==> config.mk <==
export PLATFORM = sky130hd
export DESIGN_NAME = dma_alias_regs
export DESIGN_NICKNAME = d
export VERILOG_FILES = /design/src/rtl/dma_alias_regs.sv
export SDC_FILE = /design/constraint.sdc
export NUM_CORES = 1
export LEC_CHECK = 0
export ABC_AREA = 0
export BUFFER_PORTS_ARGS = -buffer_cell sky130_fd_sc_hd__buf_2
export CAP_MARGIN = 10
export CORE_ASPECT_RATIO = 1.2
export CORE_MARGIN = 4
export CORE_UTILIZATION = 35
export CTS_CLUSTER_SIZE = 20
export DETAILED_ROUTE_END_ITERATION = 10
export GPL_TIMING_DRIVEN = 1
export PLACE_DENSITY = 0.59
export SLEW_MARGIN = 20
export SYNTH_ARGS = -nofsm -noshare
export SYNTH_HDL_FRONTEND = slang
export SYNTH_SLANG_ARGS = --single-unit
export TNS_END_PERCENT = 20
==> constraint.sdc <==
create_clock -name clk -period 2.3 [get_ports clk]
set_input_delay 0.23 -clock clk [delete_from_list [all_inputs] [get_ports clk]]
set_output_delay 0.23 -clock clk [all_outputs]
set_load 0.02 [all_outputs]
==> src/rtl/dma_alias_regs.sv <==
module dma_alias_regs #(
  parameter int AW = 32,
  parameter int CW = 32
) (
  input  logic          clk,
  input  logic          rst_n,
  input  logic          reg_we,
  input  logic [5:0]    reg_addr,
  input  logic [31:0]   reg_wdata,
  output logic [31:0]   reg_rdata,
  input  logic          rd_done,
  input  logic          wr_done,
  output logic [AW-1:0] src_ptr,
  output logic [AW-1:0] dst_ptr,
  output logic [CW-1:0] remaining,
  output logic          busy
);
  localparam logic [1:0] SEL_SRC = 2'd0, SEL_DST = 2'd1, SEL_LEN = 2'd2, SEL_CTL = 2'd3;

  logic [3:0]    ctl_q;
  logic [CW-1:0] reload_q;
  logic [1:0]    wsel, rsel;
  logic          go;
  logic [CW-1:0] start_len;
  logic [AW-1:0] step;

  function automatic logic [1:0] decode(input logic [3:0] idx);
    case (idx)
      4'h0: decode = SEL_SRC;  4'h1: decode = SEL_DST;
      4'h2: decode = SEL_LEN;  4'h3: decode = SEL_CTL;
      4'h4: decode = SEL_CTL;  4'h5: decode = SEL_SRC;
      4'h6: decode = SEL_DST;  4'h7: decode = SEL_LEN;
      4'h8: decode = SEL_CTL;  4'h9: decode = SEL_LEN;
      4'hA: decode = SEL_SRC;  4'hB: decode = SEL_DST;
      4'hC: decode = SEL_CTL;  4'hD: decode = SEL_DST;
      4'hE: decode = SEL_LEN;  default: decode = SEL_SRC;
    endcase
  endfunction

  assign wsel      = decode(reg_addr[5:2]);
  assign rsel      = decode(reg_addr[5:2]);
  assign go        = reg_we && (reg_addr[3:2] == 2'd3) && (reg_wdata != 32'd0);
  assign start_len = (wsel == SEL_LEN) ? CW'(reg_wdata) : reload_q;
  assign step      = (ctl_q[1:0] == 2'd0) ? AW'(1) : (ctl_q[1:0] == 2'd1) ? AW'(2) : AW'(4);

  always_ff @(posedge clk) begin
    if (!rst_n) begin
      src_ptr   <= '0;
      dst_ptr   <= '0;
      ctl_q     <= '0;
      reload_q  <= '0;
      remaining <= '0;
      busy      <= 1'b0;
    end else begin
      if (reg_we && wsel == SEL_SRC)
        src_ptr <= AW'(reg_wdata);
      else if (busy && rd_done && ctl_q[2])
        src_ptr <= src_ptr + step;

      if (reg_we && wsel == SEL_DST)
        dst_ptr <= AW'(reg_wdata);
      else if (busy && wr_done && ctl_q[3])
        dst_ptr <= dst_ptr + step;

      if (reg_we && wsel == SEL_CTL)
        ctl_q <= reg_wdata[3:0];

      if (reg_we && wsel == SEL_LEN)
        reload_q <= CW'(reg_wdata);

      if (go) begin
        remaining <= start_len;
        busy      <= (start_len != '0);
      end else if (busy && wr_done) begin
        remaining <= remaining - 1'b1;
        if (remaining == CW'(1)) busy <= 1'b0;
      end
    end
  end

  always_comb begin
    case (rsel)
      SEL_SRC: reg_rdata = 32'(src_ptr);
      SEL_DST: reg_rdata = 32'(dst_ptr);
      SEL_LEN: reg_rdata = 32'(remaining);
      default: reg_rdata = {busy, 27'd0, ctl_q};
    endcase
  end
endmodule


# == After elaboration in Yosys (flattened, before gate mapping) ==
# Memories as Yosys holds them, arrays and structs flattened.
# Index checks and enable logic that the tools add are counted.
# totals
ff_bits,133
latchBits,0
ram_bits,0
mem_bits_ro,64
in_bits,43
out_inout_bits,129
word_cells,52
mem_count,2
# memory_table
memory,depth,width,rd,rd_ports_with_merged_regs,wr,line,source
(name not given),16,2,1,0,0,28,case (idx)
(name not given),16,2,1,0,0,28,
# classes
addsub,3
multipliers,0
n_div,0
magnitude_cmp,0
n_eq_ne,8
shift,0
mux,13
bitwise_logic,0
n_reduce_logical,20
# op_table
operator,n
$mux W32,7
$pmux W32 S3,1
$add A32 B3 Y32,2
$reduce_bool A32 Y1,2
$eq A32 B1 Y1 const B,1
$sub A32 B1 Y32 const B,1
$logic_and A1 B1 Y1,10
$eq A2 B2 Y1 const B,4
$reduce_bool A2 Y1,4
$eq A2 B1 Y1 const B,3
$logic_not A2 Y1,3
$mux W3,2
$mux W1,3
$reduce_and A2 Y1,1

# == Depth between registers and ports, before layout ==
# logic_depth
ltp_word,6
mapped_depth,11
depth_no_buf,9

# == Worst setup path before layout ==
# OpenSTA, ideal clock, no wires.
# synth_path
kind,input -> output
startpoint,input reg_addr[2]
endpoint,output reg_rdata[18]
arrival_ns,2.276
required_time_ns,2.070
setup_slack_ns,-0.206
stages,9
path_buffers,3
cell_sequence,ha_1 mux2_1 mux2_2 buf_2 nor3_2 buf_2 buf_2 nand2_1 o21ai_1
# synth_between
elab_chain_cells,3
elab_cells_between_ends,5
classes_between,eq/ne (2); mux (1); reduce/logical (1); memory (1)
# synth_lines
element,line,source
"start, declared",8,"input logic [5:0] reg_addr,"
$mem_v2 Z16 W2 *,-,
"$eq A2 B2 Y1, or another cell as far along",82,case (rsel)
$pmux W32 S3 *,82,
"end, declared",10,"output logic [31:0] reg_rdata,"
# Mark *: on every way between the ends. The rest lies on a longest branch, timed or not.

# == Worst setup path after layout ==
# Same ends and word-level chain as after synthesis.

==> out/metrics.cfg <==
[floorplan]
floorplan.initialDensity = 0.3553
die_width_um = 145.6
dieHeight_um = 173.1
num_rows = 60
ioPinCount = 172
die_area_um2 = 25200
fp.coreArea_um2 = 22370

[sta]
rsz0062_at_grt = no
hold_viol = 0
setup_viol = 0
worstMarginPinSlew_ns = 0.6947
relSlewSlack = 0.5326
fin_crit_ns = 2.246
setup_tns_ns = 0
finalCritPeriodShare = 0.9764
finalClockSkew_ns = 0.008567
timing.fmax_mhz = 445.3
slew_viol_final = 0

[cells_and_area]
syn_to_final_growth_pct = 35.39
fillers = 2189
fin_cells = 1520
regArea_um2 = 2665
final_area_um2 = 10760
drive_gt1_frac = 0.3022
multi_input_area_um2 = 5134
antennaDiodeCount = 0
nNetsFinal = 1278

[clock_tree]
ctsHtreeMaxLevel = 4
cts_buffers = 17
cts_hold_buf = 0
cts_root_buf = clkbuf_16
clock_path_buffers = 2
clk_latency_ns = 0.43
cts_tree = done
clk_pin_slew_worst_paths_ns = 0.06
numClockSinks = 133

[global_route]
use_met1 = 0.3030
grtUsageTotal = 0.2397
grt_max_degree = 65
grt.overflow.total = 0
use_met2 = 0.3939
gr-usage-met3 = 0.04482
antenna_found_initial = 0
busiest_layer = met2
grt_pass1_wl_um = 47400
grt_pass1_vias = 8118

[worst_setup_path]
cp_common_cell = buf_4
path_cells = buf_2 -> ha_4 -> buf_4 -> a211o_1 -> nand2_2 -> buf_12 -> mux2i_1 -> o21ai_2 -> buf_4
critical_path.max_fanout = 28
crit_path_end_kind = output pin
r2r_cells = 6
cp_data_required_time_ns = 2.07
arrival_ns = 2.02
r2r_end = remaining[9]
start_kind = input pin
cpPeakStageDelay_ns = 0.37
slowest_stage = mux2i_1
r2r-start = busy
worst-setup-path-type = input pin to output pin
rrSetupSlack_ns = 0.11

[pwr]
ir_drop_mv = 0.5696
total_power_mw = 7.495
power_density_nw_per_um2 = 696.4
leakagePower_nw = 4.226

[routing]
drtIter0Drc = 655
final_antenna_net_count = 0
drtPass1Iterations = 7
routedWlPerCell_um = 20.97
drt_drc_violations_left = 0
num_vias = 8833
drt_wl_total_um = 31880
viasPerCell = 5.811

[synthesis]
yosys-top-cells-area = dfxtp_1 (33%), nand2_1 (7.7%), xnor2_1 (5.6%)
synth_top_area_frac = 0.3350
synth_warnings = 0
synth.avg_cell_area_um2 = 7.909
synth-seq-area-share = 0.3350
yosys.area.top_type = dfxtp_1
synth-edff-count = 0
synthCells = 1005
yosysMostFrequentCell = nand2_1
ys.flop_type = dfxtp_1
synth_cell_type_count = 63
ys_ff_latch = 133
syn_area_um2 = 7949
synth-async-reset-ratio = 0
synth_nets = 1055
yosys-top-cells-count = nand2_1 (164), dfxtp_1 (133), a21oi_1 (85)

[run_status]
status = finished, final reports clean

[placement]
port_buffers = 169
placed_cell_area_um2 = 9863
post-place-cells = 1480
gp_congestion = 0.8911
dp_hpwl_um = 22880

[flow_run]
max-cap-violations = 0

[hold_path]
holdPathStages = 3
timing.hold.worst.start = reg_wdata[27]
min_path_type = input pin to flop
min_to = reload_q[27]

==> routing by layer <==
layer | vias to the layer above | wire length, µm
li1 | 4167 | -
met1 | 4179 | 13240
met2 | 409 | 14970
met3 | 78 | 2286
met4 | 0 | 1382
met5 | - | 0
==> registers in the layout, summed over array words and instances, names as in the netlist <==
| name | count |
|---|---|
| busy | 1 |
| dst_ptr | 32 |
| ctl_q | 4 |
| remaining | 32 |
| src_ptr | 32 |
| reload_q | 32 |
==> cells in the final DEF, fill, tap and decap left out, drive strengths merged, types with 3 or more instances in the layout <==
master	Yosys	layout
buf	19	274
nand2	164	164
dfxtp	133	133
o21ai	92	92
a21oi	85	85
xnor2	51	51
nor2	46	46
nor4	36	36
mux2i	31	31
nand4	31	31
nand3	28	28
xor2	24	24
a211oi	22	22
clkbuf	55	22
or3	21	21
nor3	21	21
a311oi	19	19
a31oi	16	16
inv	10	14
and3	11	11
a221oi	11	11
nor3b	7	7
ha	7	7
o31a	6	6
or4	6	6
or2	6	6
mux4	5	5
and4	5	5
nand4b	4	4
bufinv	0	4
o211ai	3	3
o21a	3	3
clkinvlp	0	3
nor4b	3	3
clkinv	0	3
==> what timing repair did <==
| item | in CTS | in global routing |
|---|---|---|
| cloned | 1 | 3 |
| resized for setup | 9 | 29 |
| setup buffers | 2 | 2 |
| pin swaps | 1 | 4 |
| endpoints found under the hold margin | 0 | 0 |
| endpoints found under the setup margin | 1 | 40 |
==> area by class of cell <==
| type | instances | share of cell area |
|---|---|---|
| Clock buffer | 18 | 0.03988 |
| Clock inverter | 14 | 0.01860 |
| Inverter | 10 | 0.003488 |
| Multi-Input combinational cell | 788 | 0.4770 |
| Sequential cell | 133 | 0.2476 |
| Tap cell | 279 | 0.03244 |
| Timing Repair Buffer | 278 | 0.1809 |
==> where the power goes <==
part / switching, mW / total (mW) / internal [mW] / leakage [nW]
Sequential: 0.197 / 2.65 / 2.45 / 1.09
Combinational: 1.12 / 1.88 / 0.751 / 2.84
Clock: 1.14 / 2.97 / 1.83 / 0.298
Total: 2.46 / 7.49 / 5.03 / 4.23
==> cells by family (layout without fill, tap and decap cells) <==
| kind of cell | after synthesis | count (layout) | synth area share |
|---|---|---|---|
| xor+xnor | 75 | 75 | 0.08264 |
| fa+ha+maj | 7 | 7 | 0.01102 |
| simple gates | 399 | 399 | 0.2638 |
| flops | 133 | 133 | 0.3350 |
| compound gates | 269 | 269 | 0.2081 |
| mux | 38 | 38 | 0.05604 |
| buf+inv | 84 | 320 | 0.04344 |
==> worst max-delay path, delay by kind of cell <==
kind	cells	cell delay, ns
adder cells (fa/ha/maj)	1	0.23
AO/OA/AOI/OAI	2	0.40
buffers and inverters	4	0.66
multiplexers	1	0.37
AND/OR/NAND/NOR	1	0.10
==> per-stage QoR <==
| stage | utilization | setup slack (ns) | hold slack [ns] |
|---|---|---|---|
| 6_report | 0.4810 | 0.05418 | 0.09879 |
| 5_1_grt | 0.4810 | 0.007597 | 0.09760 |
| 4_1_cts | 0.4719 | 0.0005456 | 0.09316 |
| 3_5_place_dp | 0.4409 | -0.2093 | 0.4647 |
| 3_3_place_gp | 0.4409 | -0.2250 | 0.4584 |
| 2_1_floorplan | - | -0.04288 | 0.3660 |
==> worst max-delay path by stage <==
stage / to / start / cells after the start / slack [ns]
after floorplan: reg_rdata[0] / reg_addr[2] / 5 / -0.04
after global placement: remaining[26] / reg_wdata[31] / 7 / -0.22
after detailed placement: remaining[15] / reg_wdata[31] / 7 / -0.21
after CTS: reg_rdata[17] / reg_addr[2] / 10 / 0.0005
after global routing: remaining[27] / remaining[18] / 6 / 0.008
final: reg_rdata[18] / reg_addr[2] / 9 / 0.05
Power figures use the tool's default switching activity.
